## src/rtl/dbg_cmd_seq_pkg.sv

```systemverilog
package dbg_cmd_seq_pkg;
  localparam int CODE_W = 8;
  localparam int ADDR_W = 16;
  localparam int BYTE_W = 8;
  localparam int WORD_W = 16;
  localparam int CNT_W  = $clog2(WORD_W + 1);

  localparam logic [CODE_W-1:0] CMD_RD_MEM  = 8'hE0;
  localparam logic [CODE_W-1:0] CMD_WR_MEM  = 8'hC0;
  localparam logic [CODE_W-1:0] CMD_RD_STAT = 8'hE4;
  localparam logic [CODE_W-1:0] CMD_WR_STAT = 8'hC4;
  localparam logic [CODE_W-1:0] CMD_RD_BKPT = 8'hE2;
  localparam logic [CODE_W-1:0] CMD_WR_BKPT = 8'hC2;
  localparam logic [CODE_W-1:0] CMD_GO      = 8'h08;
  localparam logic [CODE_W-1:0] CMD_HALT    = 8'h90;

  typedef enum logic [2:0] {PH_CODE, PH_ADDR, PH_WDATA, PH_WAIT, PH_RDATA} phase_e;
  typedef enum logic [1:0] {SZ_NONE, SZ_BYTE, SZ_WORD} size_e;
  typedef enum logic [1:0] {TGT_NONE, TGT_MEM, TGT_STAT, TGT_BKPT} target_e;
  typedef enum logic [1:0] {ACT_NONE, ACT_GO, ACT_HALT} act_e;

  typedef struct packed {
    logic    known;
    logic    bgOnly;
    logic    hasAddr;
    logic    hasWait;
    size_e   wrSize;
    size_e   rdSize;
    target_e tgt;
    act_e    act;
  } cmd_info_t;

  typedef struct packed {
    logic shiftIn;
    logic clrIn;
    logic latchAddr;
    logic memWr;
    logic memRd;
    logic wrStat;
    logic wrBkpt;
    logic loadStat;
    logic loadBkpt;
    logic shiftOut;
    logic setBg;
    logic clrBg;
  } strobe_t;

  function automatic cmd_info_t decodeCmd(input logic [CODE_W-1:0] code);
    cmd_info_t d;
    d = '0;
    d.known = 1'b1;
    case (code)
      CMD_RD_MEM: begin
        d.bgOnly = 1'b1; d.hasAddr = 1'b1; d.hasWait = 1'b1;
        d.rdSize = SZ_BYTE; d.tgt = TGT_MEM;
      end
      CMD_WR_MEM: begin
        d.bgOnly = 1'b1; d.hasAddr = 1'b1; d.hasWait = 1'b1;
        d.wrSize = SZ_BYTE; d.tgt = TGT_MEM;
      end
      CMD_RD_STAT: begin d.rdSize = SZ_BYTE; d.tgt = TGT_STAT; end
      CMD_WR_STAT: begin d.wrSize = SZ_BYTE; d.tgt = TGT_STAT; end
      CMD_RD_BKPT: begin d.rdSize = SZ_WORD; d.tgt = TGT_BKPT; end
      CMD_WR_BKPT: begin d.wrSize = SZ_WORD; d.tgt = TGT_BKPT; end
      CMD_GO:      begin d.bgOnly = 1'b1; d.act = ACT_GO; end
      CMD_HALT:    d.act = ACT_HALT;
      default:     d.known = 1'b0;
    endcase
    return d;
  endfunction

  function automatic logic [CNT_W-1:0] lastIdx(input size_e sz);
    return (sz == SZ_WORD) ? CNT_W'(WORD_W - 1) : CNT_W'(BYTE_W - 1);
  endfunction
endpackage

```

## src/rtl/dbg_cmd_seq_ctrl.sv

```systemverilog
module dbg_cmd_seq_ctrl
  import dbg_cmd_seq_pkg::*;
#(
  parameter int WAIT_CYCLES = 16
) (
  input  logic              clk,
  input  logic              rst,
  input  logic              shiftInStb,
  input  logic              shiftOutStb,
  input  logic              bgMode,
  input  logic [CODE_W-1:0] codeNext,
  output strobe_t           st,
  output logic              shiftOutValid,
  output logic              cmdReject
);
  localparam int WAIT_W = $clog2(WAIT_CYCLES) + 1;
  localparam logic [WAIT_W-1:0] WAIT_LAST = WAIT_W'(WAIT_CYCLES - 1);

  phase_e            phase, phaseNext;
  logic [CNT_W-1:0]  bitCnt, bitCntNext;
  logic [WAIT_W-1:0] waitCnt, waitCntNext;
  cmd_info_t         cmdReg, cmdNext, decoded;
  logic              rejectNext;

  assign decoded       = decodeCmd(codeNext);
  assign shiftOutValid = (phase == PH_RDATA);

  always_comb begin
    st          = '0;
    phaseNext   = phase;
    bitCntNext  = bitCnt;
    waitCntNext = waitCnt;
    cmdNext     = cmdReg;
    rejectNext  = 1'b0;
    unique case (phase)
      PH_CODE: if (shiftInStb) begin
        st.shiftIn = 1'b1;
        if (bitCnt == CNT_W'(CODE_W - 1)) begin
          st.clrIn   = 1'b1;
          bitCntNext = '0;
          cmdNext    = decoded;
          if (!decoded.known || (decoded.bgOnly && !bgMode)) begin
            rejectNext = 1'b1;
            cmdNext    = '0;
          end else begin
            st.clrBg = (decoded.act == ACT_GO);
            st.setBg = (decoded.act == ACT_HALT);
            if (decoded.hasAddr) phaseNext = PH_ADDR;
            else if (decoded.wrSize != SZ_NONE) phaseNext = PH_WDATA;
            else if (decoded.rdSize != SZ_NONE) begin
              phaseNext   = PH_RDATA;
              st.loadStat = (decoded.tgt == TGT_STAT);
              st.loadBkpt = (decoded.tgt == TGT_BKPT);
            end
          end
        end else begin
          bitCntNext = bitCnt + 1'b1;
        end
      end
      PH_ADDR: if (shiftInStb) begin
        st.shiftIn = 1'b1;
        if (bitCnt == CNT_W'(ADDR_W - 1)) begin
          st.clrIn     = 1'b1;
          st.latchAddr = 1'b1;
          bitCntNext   = '0;
          waitCntNext  = '0;
          if (cmdReg.wrSize != SZ_NONE) phaseNext = PH_WDATA;
          else if (cmdReg.hasWait)      phaseNext = PH_WAIT;
          else                          phaseNext = PH_RDATA;
        end else begin
          bitCntNext = bitCnt + 1'b1;
        end
      end
      PH_WDATA: if (shiftInStb) begin
        st.shiftIn = 1'b1;
        if (bitCnt == lastIdx(cmdReg.wrSize)) begin
          st.clrIn    = 1'b1;
          st.memWr    = (cmdReg.tgt == TGT_MEM);
          st.wrStat   = (cmdReg.tgt == TGT_STAT);
          st.wrBkpt   = (cmdReg.tgt == TGT_BKPT);
          bitCntNext  = '0;
          waitCntNext = '0;
          phaseNext   = cmdReg.hasWait ? PH_WAIT : PH_CODE;
        end else begin
          bitCntNext = bitCnt + 1'b1;
        end
      end
      PH_WAIT: begin
        st.memRd = (waitCnt == '0) && (cmdReg.tgt == TGT_MEM) && (cmdReg.rdSize != SZ_NONE);
        if (waitCnt == WAIT_LAST) begin
          bitCntNext = '0;
          phaseNext  = (cmdReg.rdSize != SZ_NONE) ? PH_RDATA : PH_CODE;
        end else begin
          waitCntNext = waitCnt + 1'b1;
        end
      end
      PH_RDATA: if (shiftOutStb) begin
        st.shiftOut = 1'b1;
        if (bitCnt == lastIdx(cmdReg.rdSize)) begin
          bitCntNext = '0;
          phaseNext  = PH_CODE;
        end else begin
          bitCntNext = bitCnt + 1'b1;
        end
      end
      default: phaseNext = PH_CODE;
    endcase
  end

  always_ff @(posedge clk) begin
    if (rst) begin
      phase     <= PH_CODE;
      bitCnt    <= '0;
      waitCnt   <= '0;
      cmdReg    <= '0;
      cmdReject <= 1'b0;
    end else begin
      phase     <= phaseNext;
      bitCnt    <= bitCntNext;
      waitCnt   <= waitCntNext;
      cmdReg    <= cmdNext;
      cmdReject <= rejectNext;
    end
  end


  reject_pulse_chk: assert property (@(posedge clk) disable iff (rst)
    cmdReject |=> !cmdReject);


  wait_len_chk: assert property (@(posedge clk) disable iff (rst)
    (phase == PH_WAIT && phaseNext != PH_WAIT) |-> (waitCnt == WAIT_LAST));


  mode_at_frame_end_chk: assert property (@(posedge clk) disable iff (rst)
    (!$past(rst) && !$stable(bgMode)) |-> (phase == PH_CODE && bitCnt == '0));


  readout_has_size_chk: assert property (@(posedge clk) disable iff (rst)
    (phase == PH_RDATA) |-> (cmdReg.rdSize != SZ_NONE));
endmodule

```

## src/rtl/dbg_cmd_seq_dp.sv

```systemverilog
module dbg_cmd_seq_dp
  import dbg_cmd_seq_pkg::*;
(
  input  logic              clk,
  input  logic              rst,
  input  strobe_t           st,
  input  logic              shiftInBit,
  input  logic [BYTE_W-1:0] memRdData,
  output logic [CODE_W-1:0] codeNext,
  output logic              shiftOutBit,
  output logic [ADDR_W-1:0] memAddr,
  output logic              memWrEn,
  output logic [BYTE_W-1:0] memWrData,
  output logic              memRdEn,
  output logic [WORD_W-1:0] bkptAddr,
  output logic              bgMode
);
  localparam int PAD_W = WORD_W - BYTE_W;

  logic [WORD_W-1:0] inShift, inNext, outShift, bkptReg;
  logic [ADDR_W-1:0] addrReg;
  logic [BYTE_W-2:0] ctlReg;
  logic              bgReg;

  assign inNext = {inShift[WORD_W-2:0], shiftInBit};

  always_ff @(posedge clk) begin
    if (rst) begin
      inShift  <= '0;
      outShift <= '0;
      bkptReg  <= '0;
      addrReg  <= '0;
      ctlReg   <= '0;
      bgReg    <= 1'b0;
    end else begin
      if (st.clrIn)        inShift <= '0;
      else if (st.shiftIn) inShift <= inNext;
      if (st.latchAddr) addrReg <= inNext[ADDR_W-1:0];
      if (st.wrStat)    ctlReg  <= inNext[BYTE_W-2:0];
      if (st.wrBkpt)    bkptReg <= inNext;
      if (st.setBg)      bgReg <= 1'b1;
      else if (st.clrBg) bgReg <= 1'b0;
      if (st.memRd)         outShift <= {memRdData, {PAD_W{1'b0}}};
      else if (st.loadStat) outShift <= {bgReg, ctlReg, {PAD_W{1'b0}}};
      else if (st.loadBkpt) outShift <= bkptReg;
      else if (st.shiftOut) outShift <= {outShift[WORD_W-2:0], 1'b0};
    end
  end

  assign codeNext    = inNext[CODE_W-1:0];
  assign shiftOutBit = outShift[WORD_W-1];
  assign memAddr     = addrReg;
  assign memWrEn     = st.memWr;
  assign memWrData   = inNext[BYTE_W-1:0];
  assign memRdEn     = st.memRd;
  assign bkptAddr    = bkptReg;
  assign bgMode      = bgReg;


  mem_only_halted_chk: assert property (@(posedge clk) disable iff (rst)
    (memWrEn || memRdEn) |-> bgReg);


  mem_single_access_chk: assert property (@(posedge clk) disable iff (rst)
    $onehot0({memWrEn, memRdEn}));


  bkpt_only_by_write_chk: assert property (@(posedge clk) disable iff (rst)
    (!$past(rst) && !$stable(bkptReg)) |-> $past(st.wrBkpt));
endmodule

```

## src/rtl/dbg_cmd_seq.sv

```systemverilog
module dbg_cmd_seq
  import dbg_cmd_seq_pkg::*;
#(
  parameter int WAIT_CYCLES = 16
) (
  input  logic        clk,
  input  logic        rst,
  input  logic        shiftInStb,
  input  logic        shiftInBit,
  input  logic        shiftOutStb,
  output logic        shiftOutBit,
  output logic        shiftOutValid,
  output logic        cmdReject,
  output logic        bgMode,
  output logic [15:0] bkptAddr,
  output logic [15:0] memAddr,
  output logic        memRdEn,
  input  logic [7:0]  memRdData,
  output logic        memWrEn,
  output logic [7:0]  memWrData
);
  strobe_t           st;
  logic [CODE_W-1:0] codeNext;

  dbg_cmd_seq_ctrl #(.WAIT_CYCLES(WAIT_CYCLES)) uCtrl (
    .clk(clk), .rst(rst), .shiftInStb(shiftInStb), .shiftOutStb(shiftOutStb),
    .bgMode(bgMode), .codeNext(codeNext), .st(st),
    .shiftOutValid(shiftOutValid), .cmdReject(cmdReject)
  );

  dbg_cmd_seq_dp uDp (
    .clk(clk), .rst(rst), .st(st), .shiftInBit(shiftInBit), .memRdData(memRdData),
    .codeNext(codeNext), .shiftOutBit(shiftOutBit), .memAddr(memAddr),
    .memWrEn(memWrEn), .memWrData(memWrData), .memRdEn(memRdEn),
    .bkptAddr(bkptAddr), .bgMode(bgMode)
  );
endmodule

```

## config.mk

```make
export PLATFORM = sky130hd
export DESIGN_NAME = dbg_cmd_seq
export DESIGN_NICKNAME = d
export VERILOG_FILES = /design/src/rtl/dbg_cmd_seq_pkg.sv /design/src/rtl/dbg_cmd_seq_ctrl.sv /design/src/rtl/dbg_cmd_seq_dp.sv /design/src/rtl/dbg_cmd_seq.sv
export SDC_FILE = /design/constraint.sdc
export NUM_CORES = 1
export LEC_CHECK = 0
export ABC_AREA = 1
export BUFFER_PORTS_ARGS = -buffer_cell sky130_fd_sc_hd__buf_2
export CAP_MARGIN = 30
export CORE_MARGIN = 5
export CORE_UTILIZATION = 38
export CTS_BUF_LIST = sky130_fd_sc_hd__clkbuf_8 sky130_fd_sc_hd__clkbuf_16
export CTS_CLUSTER_SIZE = 40
export DETAILED_ROUTE_END_ITERATION = 8
export SLEW_MARGIN = 20
export SYNTH_ARGS = -nofsm -noshare
export SYNTH_HDL_FRONTEND = slang
export SYNTH_SLANG_ARGS = --single-unit
```

## constraint.sdc

```tcl
create_clock -name clk -period 3.45 [get_ports clk]
set_clock_uncertainty 0.1 [all_clocks]
set_input_delay 0.5175 -clock clk [delete_from_list [all_inputs] [get_ports clk]]
set_output_delay 0.5175 -clock clk [all_outputs]
set_load 0.005 [all_outputs]
```

-- After elaboration in Yosys (flattened, before gate mapping)
Cells that the tools add are included.
- eq/ne operators: 38
- bitwise logic cells: 3
- add/sub/neg operators: 2
- multiplexer cells: 79
- reductions and logical operators: 31
- operators by type and width (kind ; count):
    5-bit two-way mux ; 14
    16-bit two-way mux ; 4
    8-bit equality test (second input constant) ; 7
    3-bit two-way mux ; 17
    2-bit two-way mux ; 19
    5-bit one-hot mux with 5 select lines ; 1
    3-bit one-hot mux with 5 select lines ; 1
    5-bit one-hot mux with 3 select lines ; 1
    2-bit equality test (second input constant) ; 7
    1-bit two-way mux ; 14
    2-bit != test (second input constant) ; 6
    2-bit one-hot mux with 2 select lines ; 3
    2-bit one-hot mux with 3 select lines ; 2
    6-bit AND reduction ; 2
    2-bit nonzero test ; 6
    2-bit OR reduction ; 6
    11-bit AND reduction ; 1
    5-bit by 1-bit adder with 5-bit output (second input constant) ; 2
    5-bit by 4-bit equality test with 1-bit output (second input constant) ; 2
    5-bit equality test ; 2
    2-bit by 1-bit != test with 1-bit output (second input constant) ; 5
    9-bit two-way mux ; 1
    8-bit by 4-bit equality test with 1-bit output (second input constant) ; 1
    4-bit two-way mux ; 2
    19 further kinds ; 27
- bits in registers: 92
- bits of input ports: 13

-- Logic depth before layout (Yosys ltp)
- depth after elaboration: 14
- mapped depth: 14
- gate-level depth less buffers: 14

-- Cells and area by module
Synthesis repeated with hierarchy kept, for this count alone.
- cell total of the unflattened synthesis: 661
- area total of the unflattened synthesis: 4578.1 um^2
- by module, submodules not included (module ; seq. area each (um^2) ; cells an instance ; instances ; area an instance (um^2)):
    dbg_cmd_seq_dp ; 1421.4 ; 399 ; 1 ; 2985.4
    dbg_cmd_seq_ctrl ; 420.4 ; 262 ; 1 ; 1592.8

-- Worst setup path before layout
No wires, ideal clock.
- path kind: reg-to-reg
- start point: register uCtrl.bitCnt[0]
- end point: register uDp.inShift[0]
- cell stages (with the launch flop): 12
- setup slack: 1483 ps
- required time: 3235 ps
- setup time: 115 ps
- data arrival time: 1752 ps
- clock period less this slack: 1967 ps
- cells stage by stage: dfxtp_1 -> ha_1 -> nand2_1 -> nor2_1 -> ha_1 -> or2_4 -> nand3_2 -> nor2_4 -> inv_4 -> o211ai_4 -> buf_6 -> a21oi_2
- longest elaborated chain between the ends: 5
- elaborated cells between the ends (all ways): 11
- those cells by class: eq/ne (3); mux (7); reduce/logical (1)
- ends and longest elaborated chain (element ; line ; text):
    from (decl) ; dbg_cmd_seq_ctrl.sv:20 ; logic [CNT_W-1:0] bitCnt, bitCntNext;
    from (signal assigned) ; dbg_cmd_seq_ctrl.sv:119 ; bitCnt <= bitCntNext;
    5-bit equality test, or another cell as far along ; dbg_cmd_seq_ctrl.sv:76 ; if (bitCnt == lastIdx(cmdReg.wrSize)) begin
    1-bit two-way mux, or another cell as far along ; dbg_cmd_seq_ctrl.sv:76 ;
    2-bit two-way mux, or another cell as far along ; dbg_cmd_seq_ctrl.sv:74 ; PH_WDATA: if (shiftInStb) begin
    2-bit one-hot mux with 3 select lines (*) ; dbg_cmd_seq_ctrl.sv:35 ; unique case (phase)
    2-bit OR reduction (no source line) (*) ; - ;
    to (signal assigned) ; dbg_cmd_seq_dp.sv:37 ; else if (st.shiftIn) inShift <= inNext;
    to (decl) ; dbg_cmd_seq_dp.sv:20 ; logic [WORD_W-1:0] inShift, inNext, outShift, bkptReg;
Every way passes the cells marked *; elsewhere a longest branch is shown, timed or not.
A chain may end at the register's enable or synchronous reset.

-- Worst setup path after layout
- start point: register uCtrl.phase[0]
- end point: output port memRdEn
- longest elaborated chain between the ends: 2
- ends and longest elaborated chain (element ; line ; text):
    from (decl) ; dbg_cmd_seq_ctrl.sv:19 ; phase_e phase, phaseNext;
    from (signal assigned) ; dbg_cmd_seq_ctrl.sv:118 ; phase <= phaseNext;
    3-bit by 2-bit equality test with 1-bit output ; dbg_cmd_seq_ctrl.sv:35 ;
    1-bit two-way mux ; dbg_cmd_seq_ctrl.sv:35 ;
    to (decl) ; dbg_cmd_seq.sv:17 ; output logic memRdEn,
Every way passes these cells.

==> results.md <==
- Core ar.: 0.0120 mm²
- Post-Syn Instances: 649
- Yosys top cell area share: 0.399
- Total GRT Usage: 0.170
- Worst skew pair latency: 0.34 ns
- Synthesized area: 0.00461 mm²
- IO Port Bufs: 58
- Post-route setup slack: 0.641 ns
- Seq cells post-synth: 92
- Gr ovfl total: 0
- Clock sinks: 92
- Sequential area share after synthesis: 0.399
- PD cells: 398 mW/mm²
- Drc violations: 0
- Setup bufs post-CTS: 0
- Cts repair resizes: 0
- Die area: 0.0144 mm²
- Fin crit period: 2.81 ns
- Crit path largest cell delay: 0.36 ns
- Remaining antenna violation count after routing: 0
- Root Driver: clkbuf_16
- Hold crit path type: reg2reg
- Number of global-route vias before repair: 4021
- Slowest cell on the critical path: dfxtp_1
- Critical path's most frequent cell: nand2_1
- Critical path launch point type: flop
- Clk buf depth: 2
- DPL Wire Length: 8.98 mm
- Final wirelength: 11.9 mm
- Final period util: 0.814
- Num CTS Buffers: 9
- Netlist cell types: 43
- Max VDD drop: 174 µV
- Initial Util: 0.386
- Initial antenna violation count: 0
- Worst-Margin Slew: 0.743 ns
- RSZ-0062 raised after global routing: no
- Clock slew seen by the registers of the worst setup and hold paths: 0.07 ns
- Worst hold slack: 0.352 ns
- Placed cells: 828
- First-pass GRT wire length: 20.0 mm
- Warnings, synthesis: 0
- CP Class: reg2out
- Final cell count without fillers: 844
- P_leak: 2.09 nW
- Via-to-Cell Ratio: 5.09
- Fmax: 356 MHz
- Row Count: 40
- Synth area leader: dfxtp_1
- Top cells by area, synth: dfxtp_1, nand2_1, a21oi_1
- Layout cell share with drive strength beyond 1: 0.182
- Req. time, crit path: 2.83 ns
- Die span in y: 120 µm
- Rel. slew slack: 0.504
- Setup TNS: 0 ns
- Drt wl/cell: 14.1 µm
- Ordered list of cells on the worst path: nand2_1 > nor2_2 > inv_1 > nor2_1 > nand2_1 > clkinv_1 > buf_2
- Crit Path Max Fanout: 14
- TritonRoute pass-1 iters: 5
- Largest net degree at the start of global routing: 33
- Area Overhead vs Synth: 12.9%
- Final Hold Fails: 0
- Status: completed
- Worst setup EP type: output pin
- Htree depth: 3
- Worst path bufs/invs: 3
- Pre-CTS setup slack: 0.905 ns
- Crit path DAT: 2.19 ns
- Iteration-0 DRC Markers: 465
- Delay-heaviest family, CP: simple AND/OR/NAND/NOR gates
- I/O pin total: 59
- Vias: 4294
- Final Max Tran Viols: 0
- Endpoints failing setup: 0
- Synth Area per Inst: 7.11 µm²
- Diode count: 0
- Die X: 120 µm
- Syn_nets: 668
- Placer Congestion: 0.917
- # nets final: 711
- Max Cap Viol: 0
- Final Power: 2.07 mW
- CTS tree: yes
- Layout fillers: 1207
- Hold_buf cts: 0
## through the flow
step / instance area, µm² / utilization
floorplan: 4610 / -
global placement: 4930 / 0.412
detailed placement: 4930 / 0.412
CTS: 5210 / 0.435
global route: 5210 / 0.435
finish: 5210 / 0.435
## sequential cells by signal, summed over array words and instances (netlist names)
register,cells
uDp.bkptAddr,16
uCtrl.cmdReject,1
uDp.bgMode,1
uCtrl.waitCnt,5
uDp.ctlReg,7
uCtrl.phase,3
uCtrl.cmdReg,7
uDp.outShift,16
uCtrl.bitCnt,5
uDp.inShift,15
uDp.memAddr,16
## layout by cell type, fill, tap and decap left out, types with 2 or more instances in the layout
cell type / netlist / routed
a211oi_1: 4 / 4
a21oi_1: 71 / 71
a21oi_2: 10 / 10
buf_2: 8 / 58
buf_4: 9 / 3
clkbuf_16: 0 / 9
clkinv_2: 0 / 2
clkinv_4: 0 / 2
dfxtp_1: 92 / 92
ha_1: 6 / 6
inv_1: 65 / 66
inv_2: 7 / 7
inv_4: 2 / 2
nand2_1: 133 / 133
nand2_2: 8 / 8
nand3_1: 42 / 42
nand3_2: 6 / 6
nand4_1: 5 / 5
nand4_2: 2 / 2
nor2_1: 52 / 52
nor2_2: 4 / 4
nor2_4: 6 / 6
nor3_1: 10 / 10
o21ai_0: 58 / 58
o21ai_1: 19 / 19
o2bb2ai_1: 4 / 4
## Yosys cell counts (all sizes together)
cell / instances
nand3: 48
nand2: 142
a21oi: 81
and3: 1
nor3: 11
dfxtp: 92
clkbuf: 7
clkinv: 1
ha: 6
or2: 3
a21o: 1
o211ai: 1
buf: 19
o211a: 1
nor2: 62
o21ai: 78
o21bai: 1
a31oi: 1
a211oi: 4
o2bb2ai: 4
dlygate4sd1: 3
nor4: 1
nand4: 7
inv: 74
## layout make-up
| type | instances | area [µm²] | share of cell area |
|---|---|---|---|
| clock inverter | 6 | 40.0 | 0.00769 |
| inverter | 75 | 287 | 0.0550 |
| sequential | 92 | 1840 | 0.354 |
| multi-input combinational | 453 | 2300 | 0.442 |
| clock buffer | 10 | 239 | 0.0459 |
| tap | 147 | 184 | 0.0353 |
| timing repair buffer | 61 | 313 | 0.0601 |
## cells by family after synthesis
group                      count (synthesis)  synth area share
AOI/OAI and AO/OA                        172             0.207
adders and majority gates                  6            0.0163
buffers and inverters                    104             0.101
DFF                                       92             0.399
and+or+nand+nor                          275             0.276
## path summary, 6_finish.rpt
check | start | to | slack [ns] | cells past startpoint
max | uCtrl.phase[0] | memRdEn | 0.64 | 7
min | uDp.ctlReg[3] | uDp.ctlReg[3] | 0.35 | 2
max reg2reg | uCtrl.bitCnt[0] | uCtrl.waitCnt[3] | 0.89 | 8
min reg2reg | uDp.ctlReg[3] | uDp.ctlReg[3] | 0.35 | 2
## layer usage
layer,GRT usage,part of all wire
met5,0,0
met4,0.0673,0.019
met3,0.0271,0.049
met2,0.267,0.44
met1,0.235,0.49
## where the power goes
group,total [mW],leakage [nW],switching [mW],internal (mW)
Combinational,0.0714,1.20,0.0493,0.0222
Clock,0.929,0.144,0.421,0.508
Sequential,1.07,0.741,0.00551,1.07
## worst reg2reg max path, stage by stage (launching register included)
cell and delay (ns):
dfxtp_1 0.37, ha_1 0.18, nand2_1 0.12, nor2_1 0.17
ha_1 0.22, nand3_2 0.19, inv_1 0.62, nor3_1 0.22
and3_1 0.25
No activity file was read; power rests on OpenSTA's default activity.
